<file path="src/rtl/spt_mult_pkg.sv">
package spt_mult_pkg;
  localparam int SPT_SHIFT_W = 4;
  localparam int SPT_TERM_W  = SPT_SHIFT_W + 2;

  typedef struct packed {
    logic                   present;
    logic                   negative;
    logic [SPT_SHIFT_W-1:0] shift;
  } spt_term_t;

  typedef enum logic [1:0] {
    ST_IDLE = 2'd0,
    ST_RUN  = 2'd1,
    ST_FIN  = 2'd2
  } spt_state_t;
endpackage

</file>
<file path="src/rtl/spt_shift.sv">
module spt_shift #(
  parameter int MAG_W   = 15,
  parameter int GUARD   = 4,
  parameter int SHIFT_W = 4,
  localparam int OUT_W  = MAG_W + GUARD
) (
  input  logic [MAG_W-1:0]   mag,
  input  logic [SHIFT_W-1:0] amount,
  output logic [OUT_W-1:0]   shifted
);
  // logarithmic right shifter over the guard-extended magnitude
  logic [OUT_W-1:0] stage [SHIFT_W+1];

  assign stage[0] = {mag, {GUARD{1'b0}}};

  for (genvar b = 0; b < SHIFT_W; b++) begin : g_stage
    assign stage[b+1] = amount[b] ? (stage[b] >> (1 << b)) : stage[b];
  end

  assign shifted = stage[SHIFT_W];
endmodule

</file>
<file path="src/rtl/spt_ctrl.sv">
module spt_ctrl
  import spt_mult_pkg::*;
#(
  parameter int TERMS  = 3,
  localparam int IDX_W = (TERMS > 1) ? $clog2(TERMS) : 1
) (
  input  logic             clk,
  input  logic             rst_n,
  input  logic             accept,
  input  logic [TERMS-1:0] present_mask,
  output logic             idle,
  output logic             step,
  output logic [IDX_W-1:0] step_idx,
  output logic             finish
);
  spt_state_t       state;
  logic [TERMS-1:0] pending;
  logic [TERMS-1:0] lowest;
  logic [TERMS-1:0] remain;

  // lowest pending term goes first
  assign lowest = pending & (~pending + {{(TERMS-1){1'b0}}, 1'b1});
  assign remain = pending & ~lowest;

  always_comb begin
    step_idx = '0;
    for (int i = TERMS - 1; i >= 0; i--) begin
      if (pending[i]) step_idx = IDX_W'(i);
    end
  end

  assign idle   = (state == ST_IDLE);
  assign step   = (state == ST_RUN) && (pending != '0);
  assign finish = (state == ST_FIN);

  always_ff @(posedge clk) begin
    if (!rst_n) begin
      state   <= ST_IDLE;
      pending <= '0;
    end else begin
      unique case (state)
        ST_IDLE: if (accept) begin
          pending <= present_mask;
          state   <= ST_RUN;
        end
        ST_RUN: begin
          pending <= remain;
          if (remain == '0) state <= ST_FIN;
        end
        ST_FIN:  state <= ST_IDLE;
        default: state <= ST_IDLE;
      endcase
    end
  end
endmodule

</file>
<file path="src/rtl/spt_round.sv">
module spt_round #(
  parameter int MAG_W  = 15,
  parameter int GUARD  = 4,
  parameter int ACC_W  = 22,
  localparam int SUM_W = ACC_W + 1
) (
  input  logic signed [ACC_W-1:0] acc,
  input  logic                    data_neg,
  output logic [MAG_W:0]          result
);
  localparam logic [SUM_W-1:0] HALF   = SUM_W'(1) << (GUARD - 1);
  localparam logic [SUM_W-1:0] MAXMAG = SUM_W'({MAG_W{1'b1}});

  logic             acc_neg;
  logic [ACC_W-1:0] absval;
  logic [SUM_W-1:0] biased;
  logic [SUM_W-1:0] scaled;
  logic [MAG_W-1:0] mag;
  logic             sign;

  assign acc_neg = acc[ACC_W-1];
  assign absval  = acc_neg ? ACC_W'(-acc) : ACC_W'(acc);
  assign biased  = {1'b0, absval} + HALF;
  assign scaled  = biased >> GUARD;
  assign mag     = (scaled > MAXMAG) ? {MAG_W{1'b1}} : scaled[MAG_W-1:0];
  assign sign    = (acc_neg ^ data_neg) && (mag != '0);
  assign result  = {sign, mag};
endmodule

</file>
<file path="src/rtl/spt_mult.sv">
module spt_mult
  import spt_mult_pkg::*;
#(
  parameter int DATA_W  = 16,
  parameter int TERMS   = 3,
  parameter int GUARD   = 4,
  localparam int MAG_W  = DATA_W - 1,
  localparam int SH_W   = MAG_W + GUARD,
  localparam int ACC_W  = SH_W + $clog2(TERMS + 1) + 1,
  localparam int COEF_W = TERMS * SPT_TERM_W,
  localparam int IDX_W  = (TERMS > 1) ? $clog2(TERMS) : 1
) (
  input  logic              clk,
  input  logic              rst_n,
  input  logic              in_valid,
  output logic              in_ready,
  input  logic [DATA_W-1:0] in_data,
  input  logic [COEF_W-1:0] in_coef,
  output logic              done,
  output logic [DATA_W-1:0] prod
);
  spt_term_t              coef_in  [TERMS];
  spt_term_t              coef_r   [TERMS];
  logic [TERMS-1:0]       present_mask;
  logic                   accept;
  logic                   step;
  logic                   finish;
  logic [IDX_W-1:0]       step_idx;
  logic [MAG_W-1:0]       data_mag;
  logic                   data_neg;
  logic signed [ACC_W-1:0] acc;
  logic signed [ACC_W-1:0] acc_next;
  logic [SH_W-1:0]        shifted;
  logic [ACC_W-1:0]       shifted_ext;
  spt_term_t              cur;
  logic [DATA_W-1:0]      rounded;

  for (genvar t = 0; t < TERMS; t++) begin : g_unpack
    assign coef_in[t]      = spt_term_t'(in_coef[t*SPT_TERM_W +: SPT_TERM_W]);
    assign present_mask[t] = coef_in[t].present;
  end

  assign accept = in_valid && in_ready;

  spt_ctrl #(.TERMS(TERMS)) u_ctrl (
    .clk          (clk),
    .rst_n        (rst_n),
    .accept       (accept),
    .present_mask (present_mask),
    .idle         (in_ready),
    .step         (step),
    .step_idx     (step_idx),
    .finish       (finish)
  );

  assign cur = coef_r[step_idx];

  spt_shift #(.MAG_W(MAG_W), .GUARD(GUARD), .SHIFT_W(SPT_SHIFT_W)) u_shift (
    .mag     (data_mag),
    .amount  (cur.shift),
    .shifted (shifted)
  );

  assign shifted_ext = {{(ACC_W-SH_W){1'b0}}, shifted};
  assign acc_next    = cur.negative ? (acc - $signed(shifted_ext))
                                    : (acc + $signed(shifted_ext));

  spt_round #(.MAG_W(MAG_W), .GUARD(GUARD), .ACC_W(ACC_W)) u_round (
    .acc      (acc),
    .data_neg (data_neg),
    .result   (rounded)
  );

  always_ff @(posedge clk) begin
    if (!rst_n) begin
      data_mag <= '0;
      data_neg <= 1'b0;
      acc      <= '0;
      for (int t = 0; t < TERMS; t++) coef_r[t] <= '0;
    end else if (accept) begin
      data_mag <= in_data[MAG_W-1:0];
      data_neg <= in_data[DATA_W-1];
      acc      <= '0;
      for (int t = 0; t < TERMS; t++) coef_r[t] <= coef_in[t];
    end else if (step) begin
      acc <= acc_next;
    end
  end

  always_ff @(posedge clk) begin
    if (!rst_n) begin
      done <= 1'b0;
      prod <= '0;
    end else begin
      done <= finish;
      if (finish) prod <= rounded;
    end
  end
endmodule

</file>
<file path="config.mk">
export PLATFORM = sky130hd
export DESIGN_NAME = spt_mult
export DESIGN_NICKNAME = d
export VERILOG_FILES = /design/src/rtl/spt_mult_pkg.sv /design/src/rtl/spt_shift.sv /design/src/rtl/spt_ctrl.sv /design/src/rtl/spt_round.sv /design/src/rtl/spt_mult.sv
export SDC_FILE = /design/constraint.sdc
export NUM_CORES = 1
export LEC_CHECK = 0
export ABC_CLOCK_PERIOD_IN_PS = 4700
export CAP_MARGIN = 20
export CORE_MARGIN = 4
export CORE_UTILIZATION = 53
export CTS_CLUSTER_SIZE = 24
export DETAILED_ROUTE_END_ITERATION = 7
export PLACE_DENSITY = 0.81
export SKIP_CTS_REPAIR_TIMING = 1
export SLEW_MARGIN = 20
export SYNTH_ARGS = -nofsm -noshare
export SYNTH_HDL_FRONTEND = slang
export SYNTH_SLANG_ARGS = --single-unit
export TNS_END_PERCENT = 1
</file>
<file path="constraint.sdc">
create_clock -name clk -period 4.7 [get_ports clk]
set_input_delay 0.705 -clock clk [delete_from_list [all_inputs] [get_ports clk]]
set_output_delay 0.705 -clock clk [all_outputs]
set_load 0.03 [all_outputs]
</file>
==> flow_summary.ini, run 1 <==
[pwr]
p_int_mw = 1.906
power_frac_seq_pct = 25.0
power_density_mw_per_mm2 = 366.6
power_leakage_nw = 3.357
p_comb_share_pct = 48.7
power.switching_mw = 1.105
swShare_pct = 36.70
design_power_total_mw = 3.011
clockPowerShare_pct = 26.3
peakVddDrop_uv = 302.0

[cells_and_area]
fill_cells = 882
mostFrequentLayoutCells = buf_4 (118), nand2_1 (94), a21oi_1 (60)
drive_gt1_share_pct = 22.44
utilization_pct = 72.22
antenna_cells = 0
area_growth_pct = 33.58
seqCellArea_mm2 = 0.001660
stdcell_area_mm2 = 0.008212
layout_commonest_cell = buf_4
nets = 974
multiInputGateArea_mm2 = 0.004501

[place]
place_area_mm2 = 0.007707
post-place-ws_ps = -521.7
dp_hpwl_um = 14710
numPortBuffers = 54
place.gp.congestion = 0.9674

[hold_path]
min_to = prod[8]$_SDFFE_PN0P_
hp-class = register to register
min_from = prod[8]$_SDFFE_PN0P_
worstHoldPathCells = 1

[timing]
fin_crit_sh_pct = 112.7
setup_viol = 9
rsz0062_at_grt = true
setup_slack_ps = -595.7
slew_violations = 0
fin_hold_ws_ps = 511.2
finalCriticalPeriod_ps = 5296
max_freq_mhz = 188.8
final-hold-violation-count = 0
worst_slew_pin_slew_ps = 797.7
slew_headroom_pct = 46.65
finClkSkew_ps = 13.59

[global_routing]
grt_pass1_vias = 6539
grt_max_degree = 35
grt_use_total_pct = 29.56
antenna_found_initial = 0
grt_pass1_wl_um = 31860
grt_overflow = 0

[status]
violations = setup timing
status = complete, but fails checks

[critical_path]
rrSetupSlack_ps = -600
worstPathMaxFanout = 6
timing.rr.start = u_ctrl.pending[0]$_SDFFE_PN0P_
path_buf_inv = 4
critPathKind = register to register
endpoint_kind = register
reg2reg_to = acc[21]$_SDFFE_PP0P_
crit_slowest_cell = o41ai_4
start_kind = register
crit_family = compound AO/OA/AOI/OAI gates
crit_chain = buf_4 > nor2b_1 > buf_4 > a221oi_4 > buf_6 > mux2_4 > a222oi_1 > or3b_1 > o22a_2 > nor4b_4 > nand2_1 > a21oi_2 > o22a_1 > ha_4 > a21o_1 > a21o_1 > a21oi_2 > o22ai_2 > o41ai_4 > buf_4 > nor4b_4 > a211oi_2 > nand3_1
reg2reg_depth = 23
worst_path_most_repeated_cell = buf_4
slowest_delay_ps = 470
cp.required_ps = 5000
cp.arrival_ps = 5590

[cts]
clock-sinks = 75
clk_latency_ps = 360
h-tree-depth = 3
cts-root-buf = clkbuf_16
cts_max_path_buffers = 2
path_clk_slew_ps = 60
cts_tree = done
cts_made_buffers = 9

[die]
num_rows = 39
core_mm2 = 0.01137
dieHeight_um = 115.7
die_width_um = 115.7
die-area_mm2 = 0.01339
io_pins = 55
initial_core_util_pct = 54.07

[synthesis]
synth-seq-cells = 75
ys.flop_type = dfxtp_1
synth_edf_count = 15
synth_cell_type_count = 80
ys_seq_area_share_pct = 26.87
syn_nets = 835
yosysTopAreaCell = dfxtp_1
yosys_warnings = 0
synthArstFlopShare_pct = 0
syn_avg_cell_area_um2 = 7.942
netlist_instances = 774
synth_area_mm2 = 0.006147
synth_area_leaders = dfxtp_1 (20%), edfxtp_1 (7.3%), nand2_1 (5.7%), a21oi_1 (5.2%), xnor2_1 (4.8%)
synth_top_cell_area_share_pct = 19.54

[drt]
vias = 6558
drtPass1Iterations = 7
viasPerCell = 6.181
ant_nets = 0
route.detailed.drc = 0
wl_per_cell_um = 18.23
finalWirelength_um = 19340
first_iter_violations = 507

[job]
max_cap_viol_count = 0
-- how the worst max path moves through the flow --
stage / start / to / cells past startpoint
2_1_floorplan: u_ctrl.pending[2]$_SDFFE_PN0P_ / acc[20]$_SDFFE_PP0P_ / 25
3_3_place_gp: u_ctrl.pending[0]$_SDFFE_PN0P_ / acc[21]$_SDFFE_PP0P_ / 20
3_5_place_dp: u_ctrl.pending[2]$_SDFFE_PN0P_ / acc[21]$_SDFFE_PP0P_ / 19
4_1_cts: u_ctrl.pending[2]$_SDFFE_PN0P_ / acc[21]$_SDFFE_PP0P_ / 21
5_1_grt: u_ctrl.pending[0]$_SDFFE_PN0P_ / acc[21]$_SDFFE_PP0P_ / 23
6_report: u_ctrl.pending[0]$_SDFFE_PN0P_ / acc[21]$_SDFFE_PP0P_ / 23
-- stage by stage --
| step | std cells | TNS, ps |
|---|---|---|
| 2_1_floorplan | 774 | -11.36 |
| 3_3_place_gp | 1041 | -1188 |
| 3_5_place_dp | 1041 | -2809 |
| 4_1_cts | 1057 | -3447 |
| 5_1_grt | 1061 | -4984 |
| 6_report | 1061 | -2435 |
-- per-layer routing --
metal	global-route usage (%)	part of all wire, %
met5	0	0
met4	10.21	2.7
met2	53.74	51
met3	4.491	5.0
met1	35.47	41
-- state kept, by name (all words and copies together) (netlist names) --
register        count
acc                22
coef_r             15
data_mag           15
data_neg            1
done                1
prod               16
u_ctrl.pending      3
u_ctrl.state        2
-- power by group through the flow --
stage               clock [mW]  combinational, mW  sequential (mW)
floorplan                    0              0.880            0.757
global placement             0               1.34            0.761
detailed placement           0               1.40            0.764
CTS                      0.801               1.41            0.750
global route             0.827               1.60            0.758
finish                   0.792               1.47            0.753
-- kinds of logic (layout without fill, tap and decap cells) --
family                     Yosys count  after routing  share of synthesized area [%]
buffers and inverters               66            210                          4.396
DFF                                 75             75                          26.87
muxes                               35             35                          6.574
xor gates and xnor gates            52             52                          7.409
adders and majority gates           24             24                          5.007
and+or+nand+nor                    288            288                          23.92
AOI/OAI and AO/OA                  234            234                          25.83
-- worst register-to-register path: stages, from the launching register on --
cell,delay [ps]
dfxtp_4,380
buf_4,110
nor2b_1,50
buf_4,140
a221oi_4,260
buf_6,170
mux2_4,300
a222oi_1,430
or3b_1,400
o22a_2,280
nor4b_4,350
nand2_1,120
a21oi_2,140
o22a_1,190
ha_4,210
a21o_1,160
a21o_1,190
a21oi_2,170
o22ai_2,120
o41ai_4,470
buf_4,190
nor4b_4,210
a211oi_2,110
nand3_1,90
-- synthesized netlist by cell type, types with 12 or more instances --
cell type  count
a21oi_1       64
a22o_1        16
and2_1        22
clkbuf_1      36
dfxtp_1       60
edfxtp_1      15
ha_1          23
inv_1         18
mux2i_1       25
nand2_1       94
nand3_1       21
nor2_1        60
nor2b_1       12
nor3_1        15
o21ai_0       42
xnor2_1       34
xor2_1        18
-- layout make-up --
class | count | area share [%]
Tap cell | 143 | 2.179
Multi-Input combinational cell | 633 | 54.81
Inverter | 19 | 0.8685
Timing Repair Buffer | 175 | 17.78
Sequential cell | 75 | 20.22
Clock buffer | 13 | 3.565
Clock inverter | 3 | 0.5790
No activity file was read; power rests on OpenSTA's default activity.
==> run 2: changes to the inputs <==
--- a/config.mk
+++ b/config.mk
@@ -8,13 +8,14 @@
 export ABC_CLOCK_PERIOD_IN_PS = 4700
 export CAP_MARGIN = 20
 export CORE_MARGIN = 4
-export CORE_UTILIZATION = 53
+export CORE_UTILIZATION = 54
 export CTS_CLUSTER_SIZE = 24
 export DETAILED_ROUTE_END_ITERATION = 7
-export PLACE_DENSITY = 0.81
+export PLACE_DENSITY = 0.82
 export SKIP_CTS_REPAIR_TIMING = 1
 export SLEW_MARGIN = 20
 export SYNTH_ARGS = -nofsm -noshare
 export SYNTH_HDL_FRONTEND = slang
+export SYNTH_HIERARCHICAL = 1
 export SYNTH_SLANG_ARGS = --single-unit
 export TNS_END_PERCENT = 1
==> run 2 against run 1 <==
The run still ends with setup timing left; via count shrank 3.7%; maximum frequency is 8.7% higher; cell count down 2.4%; largest cell class unchanged; worst setup slack improved by 420 ps.
==> flow_summary.ini, run 2 <==
[status]
status = complete, but fails checks
violations = setup timing

[cts]
cts_tree = done
clock-sinks = 75
h-tree-depth = 3
cts_made_buffers = 9
cts_max_path_buffers = 2
clk_latency_ps = 350
path_clk_slew_ps = 70
cts-root-buf = clkbuf_16

[cells_and_area]
nets = 949
regMostFlops = acc
antenna_cells = 0
fill_cells = 875
drive_gt1_share_pct = 19.71
largest_reg_flops = 22
mostFrequentLayoutCells = nand2_1 (104), buf_4 (85), dfxtp_1 (59)
top_regs = acc x22, prod x16
layout.cells.non_filler = 1036
stdcell_area_mm2 = 0.008075
layout_commonest_cell = nand2_1
area_growth_pct = 25.42

[synthesis]
syn_nets = 842
yosys.cell_count.top_type = nand2_1
synth_area_leaders = dfxtp_1 (19%), mux2i_1 (8.1%), edfxtp_1 (7.0%), nand2_1 (6.1%), ha_1 (4.5%)
synthArstFlopShare_pct = 0
ys_seq_area_share_pct = 25.65
synth-seq-cells = 75
yosysTopAreaCell = dfxtp_1
synth_edf_count = 15
synth_area_mm2 = 0.006439
synth_commonest_cells = nand2_1 (104), dfxtp_1 (60), nor2_1 (54), mux2i_1 (52), a21oi_1 (37)
ys.flop_type = dfxtp_1
synth_top_cell_area_share_pct = 18.66
synth_cell_type_count = 93
netlist_instances = 781
syn_avg_cell_area_um2 = 8.244
yosys_warnings = 6

[die]
die_width_um = 117.2
io_pins = 55
core_mm2 = 0.01156
initial_core_util_pct = 55.67
num_rows = 39
die-area_mm2 = 0.01373
dieHeight_um = 117.2

[critical_path]
reg2reg_to = acc[21]$_SDFFE_PP0P_
slowest_delay_ps = 490
cp.required_ps = 4930
worstPathMaxFanout = 10
rrSetupSlack_ps = -170
crit_slowest_cell = mux4_2
reg2reg_depth = 21
cp.arrival_ps = 5100
crit_chain = and2b_2 > mux2i_1 > o21ai_2 > buf_12 > mux2i_4 > mux2i_1 > mux4_2 > or3_1 > or3_1 > or2_1 > o31ai_2 > xor2_1 > ha_1 > a21o_1 > a21o_1 > a21oi_2 > o21ai_1 > a21o_1 > a21oi_2 > a21o_1 > nand3_1
startpoint = u_ctrl/pending[0]$_SDFFE_PN0P_
timing.rr.start = u_ctrl/pending[0]$_SDFFE_PN0P_
critPathKind = register to register
start_kind = register
endpoint_kind = register
worst_path_most_repeated_cell = a21o_1

[pwr]
power_leakage_nw = 3.353
power_density_mw_per_mm2 = 390.2
peakVddDrop_uv = 297.9

[drt]
top_layer = met4
route.met3.wl_um = 955
wl_per_cell_um = 16.86
ant_nets = 0
first_iter_violations = 564
drt-met1-wl_um = 7557
viasPerCell = 6.096
finalWirelength_um = 17470
drtPass1Iterations = 6
vias = 6315
wl_met2_um = 8522
route.detailed.drc = 0

[place]
place_area_mm2 = 0.007626
dp_hpwl_um = 13250
numPortBuffers = 54
placed_cells = 1018
place.gp.congestion = 0.9240

[hold_path]
hp-class = register to register
worstHoldPathCells = 2
min_from = data_mag[8]$_SDFFE_PN0P_
min_to = data_mag[8]$_SDFFE_PN0P_

[timing]
rsz0062_at_grt = true
finClkSkew_ps = 15.02
slew_violations = 0
finalCriticalPeriod_ps = 4871
fin_crit_sh_pct = 103.6
setup_viol = 5
final-hold-violation-count = 0
worst_slew_pin_slew_ps = 1080
setup_slack_ps = -171.1
max_freq_mhz = 205.3
slew_headroom_pct = 27.66

[global_routing]
grt_use_total_pct = 26.24
grt_max_degree = 51
grt_overflow = 0
grt_pass1_vias = 6189
antenna_found_initial = 0
grt_pass1_wl_um = 29210

[job]
max_cap_viol_count = 0
## run 2: worst max path at each step
stage | cells after the start | endpoint
floorplan | 24 | acc[19]$_SDFFE_PP0P_
global placement | 23 | acc[14]$_SDFFE_PP0P_
detailed placement | 23 | acc[20]$_SDFFE_PP0P_
CTS | 23 | acc[20]$_SDFFE_PP0P_
global route | 21 | acc[21]$_SDFFE_PP0P_
finish | 21 | acc[21]$_SDFFE_PP0P_
## run 2: layer usage
metal | vias up | global-route usage (%)
li1 | 3063 | -
met1 | 2973 | 33.87
met2 | 235 | 43.93
met3 | 44 | 4.422
met4 | 0 | 9.862
met5 | - | 0
## run 2: where the power goes
group / switching, mW / leakage, nW / internal (mW) / total (mW)
registers: 0.0445 / 0.650 / 0.698 / 0.742
clock network: 0.302 / 0.158 / 0.470 / 0.772
logic: 0.855 / 2.54 / 0.782 / 1.64
total: 1.20 / 3.35 / 1.95 / 3.15
## run 2: critical path, delay by kind of cell, from the launching register on
kind / cells / cell delay, ps
compound gates: 9 / 1430
xor+xnor: 1 / 180
fa+ha+maj: 1 / 310
buf+inv: 1 / 170
flops: 1 / 350
mux: 4 / 990
simple gates: 5 / 1350
## run 2: logic make-up (layout without fill, tap and decap cells)
family / count (synthesis) / after routing / share of synthesized area, %
buffers and inverters: 64 / 176 / 4.547
muxes: 60 / 60 / 10.12
adders and majority gates: 24 / 24 / 4.780
AOI/OAI and AO/OA: 193 / 193 / 21.53
DFF: 75 / 75 / 25.65
and+or+nand+nor: 308 / 308 / 25.61
xor gates and xnor gates: 57 / 57 / 7.754
## run 2: cell type report
| cell class | count | area, um^2 | area share, % |
|---|---|---|---|
| multi-input combinational | 642 | 4627 | 57.30 |
| sequential | 75 | 1655 | 20.50 |
| timing repair buffer | 141 | 1219 | 15.09 |
| clock buffer | 9 | 225.2 | 2.789 |
| tap | 143 | 178.9 | 2.216 |
| clock inverter | 7 | 98.84 | 1.224 |
| inverter | 19 | 71.32 | 0.8832 |
## run 2: stage by stage
| step | setup TNS, ps | setup WS [ps] | hold WS, ps | util (%) | power (mW) |
|---|---|---|---|---|---|
| final | -421.6 | -171.1 | 493.1 | 69.83 | 3.151 |
| after detailed placement | -997.4 | -173.2 | 476.9 | 65.94 | 2.316 |
| after CTS | -1157 | -190.9 | 484.7 | 68.74 | 3.090 |
| after floorplan | -734.7 | -262.6 | 441.6 | - | 1.808 |
| after global routing | -3285 | -404.8 | 515.4 | 69.83 | 3.342 |
| after global placement | -369.8 | -97.20 | 468.5 | 65.94 | 2.270 |
==> run 3: changes to the inputs <==
--- a/config.mk
+++ b/config.mk
@@ -11,7 +11,7 @@
 export CORE_UTILIZATION = 54
 export CTS_CLUSTER_SIZE = 24
 export DETAILED_ROUTE_END_ITERATION = 7
-export PLACE_DENSITY = 0.82
+export PLACE_DENSITY_LB_ADDON = 0.1
 export SKIP_CTS_REPAIR_TIMING = 1
 export SLEW_MARGIN = 20
 export SYNTH_ARGS = -nofsm -noshare
==> run 3 against run 2 <==
The run still ends with setup timing left; sequential share of layout area stayed put; routed wire length fell by 3.4%; die area stayed put; clock skew fell by 3.6 ps.
==> flow_summary.ini, run 3 (synthesis results as in run 2) <==
[cells_and_area]
largest_reg_flops = 22
fill_cells = 981
drive_gt1_share_pct = 19.82
top_regs = acc x22, prod x16
nets = 954
antenna_cells = 0
utilization_pct = 69.83
regMostFlops = acc
area_growth_pct = 25.42
mostFrequentLayoutCells = nand2_1 (104), buf_4 (91), dfxtp_1 (59)
layout_commonest_cell = nand2_1

[critical_path]
worst_path_most_repeated_cell = a21o_1
endpoint_kind = register
rrSetupSlack_ps = -180
worstPathMaxFanout = 12
slowest_delay_ps = 480
cp.required_ps = 4920
startpoint = u_ctrl/pending[0]$_SDFFE_PN0P_
timing.rr.start = u_ctrl/pending[0]$_SDFFE_PN0P_
cp.arrival_ps = 5100
crit_slowest_cell = mux4_2
crit_chain = and2b_2 > mux2i_1 > o21ai_2 > buf_12 > mux2i_2 > mux2i_1 > mux4_2 > or3_1 > or3_1 > or2_1 > o31ai_2 > xor2_1 > ha_1 > a21o_1 > a21o_1 > a21oi_2 > o21ai_1 > a21o_1 > a21oi_2 > a21o_1 > nand3_1
start_kind = register
critPathKind = register to register

[die]
core_mm2 = 0.01156
die-area_mm2 = 0.01373
dieHeight_um = 117.2
initial_core_util_pct = 55.67
io_pins = 55
num_rows = 39
die_width_um = 117.2

[timing]
tns_ps = -743.3
fin_crit_sh_pct = 103.8
worst_slew_pin_slew_ps = 1049
slew_violations = 0
final-hold-violation-count = 0
finalCriticalPeriod_ps = 4878
fin_hold_ws_ps = 487.1
finClkSkew_ps = 11.40
max_freq_mhz = 205.0
setup_slack_ps = -177.8
rsz0062_at_grt = true
slew_headroom_pct = 29.74
setup_viol = 7

[cts]
clk_latency_ps = 350
cts_max_path_buffers = 2
cts-root-buf = clkbuf_16
clock-sinks = 75
cts_tree = done
path_clk_slew_ps = 70
h-tree-depth = 3
cts_made_buffers = 9

[drt]
drtPass1Iterations = 7
vias = 6166
viasPerCell = 5.923
first_iter_violations = 452
ant_nets = 0
finalWirelength_um = 16870
wl_per_cell_um = 16.20
route.detailed.drc = 0

[global_routing]
grt_max_degree = 52
antenna_found_initial = 0
top_usage_layer = met2
gr-usage-met3_pct = 4.370
met1_usage_pct = 31.70
grt_pass1_wl_um = 27940
grt_pass1_vias = 5948
grt_overflow = 0
grt_use_total_pct = 25.38
gr-usage-met2_pct = 44.08

[status]
status = complete, but fails checks
violations = setup timing

[pwr]
power_leakage_nw = 3.378
peakVddDrop_uv = 269.5
design_power_total_mw = 3.116
power_density_mw_per_mm2 = 385.9

[place]
post-place-ws_ps = -207.1
numPortBuffers = 54
place.gp.congestion = 0.9246
dp_hpwl_um = 13130

[job]
max_cap_viol_count = 0

[hold_path]
hp-class = register to register
min_from = data_neg$_SDFFE_PN0P_
-- run 3: metal layers --
layer,up-vias,routed length [um]
met5,-,0
li1,3077,-
met1,2897,7383
met2,159,8404
met3,33,679
met4,0,399
-- run 3: final timing paths --
check,to,depth (start not counted)
worst min register to register,data_neg$_SDFFE_PN0P_,2
worst min-delay path,data_neg$_SDFFE_PN0P_,2
worst max register to register,acc[21]$_SDFFE_PP0P_,21
worst max-delay path,acc[21]$_SDFFE_PP0P_,21
-- run 3: final cells by class --
class / count / area (um^2) / area share [%]
flip-flops and latches: 75 / 1655 / 20.50
clock buffers: 9 / 225.2 / 2.789
inverters: 19 / 71.32 / 0.8832
clock inverters: 7 / 90.09 / 1.116
multi-input cells: 642 / 4611 / 57.10
well taps: 143 / 178.9 / 2.216
repair buffers: 146 / 1244 / 15.40
-- run 3: critical path: cells and delay by family (launching register included) --
kind	cells	cell delay, ps
flip-flops	1	360
adder cells (fa/ha/maj)	1	290
buffers and inverters	1	180
AO/OA/AOI/OAI	9	1400
XOR/XNOR	1	190
AND/OR/NAND/NOR	5	1340
multiplexers	4	990
-- run 3: report_power, final --
part / total [mW] / internal, mW / switching, mW
combinational: 1.63 / 0.798 / 0.834
sequential: 0.741 / 0.698 / 0.0437
clock: 0.743 / 0.428 / 0.316
-- run 3: metrics by stage --
step,std cells,instance area [um^2]
detailed placement,1023,7651
finish,1041,8075
floorplan,781,6486
CTS,1039,7966
global placement,1023,7651
global route,1041,8075
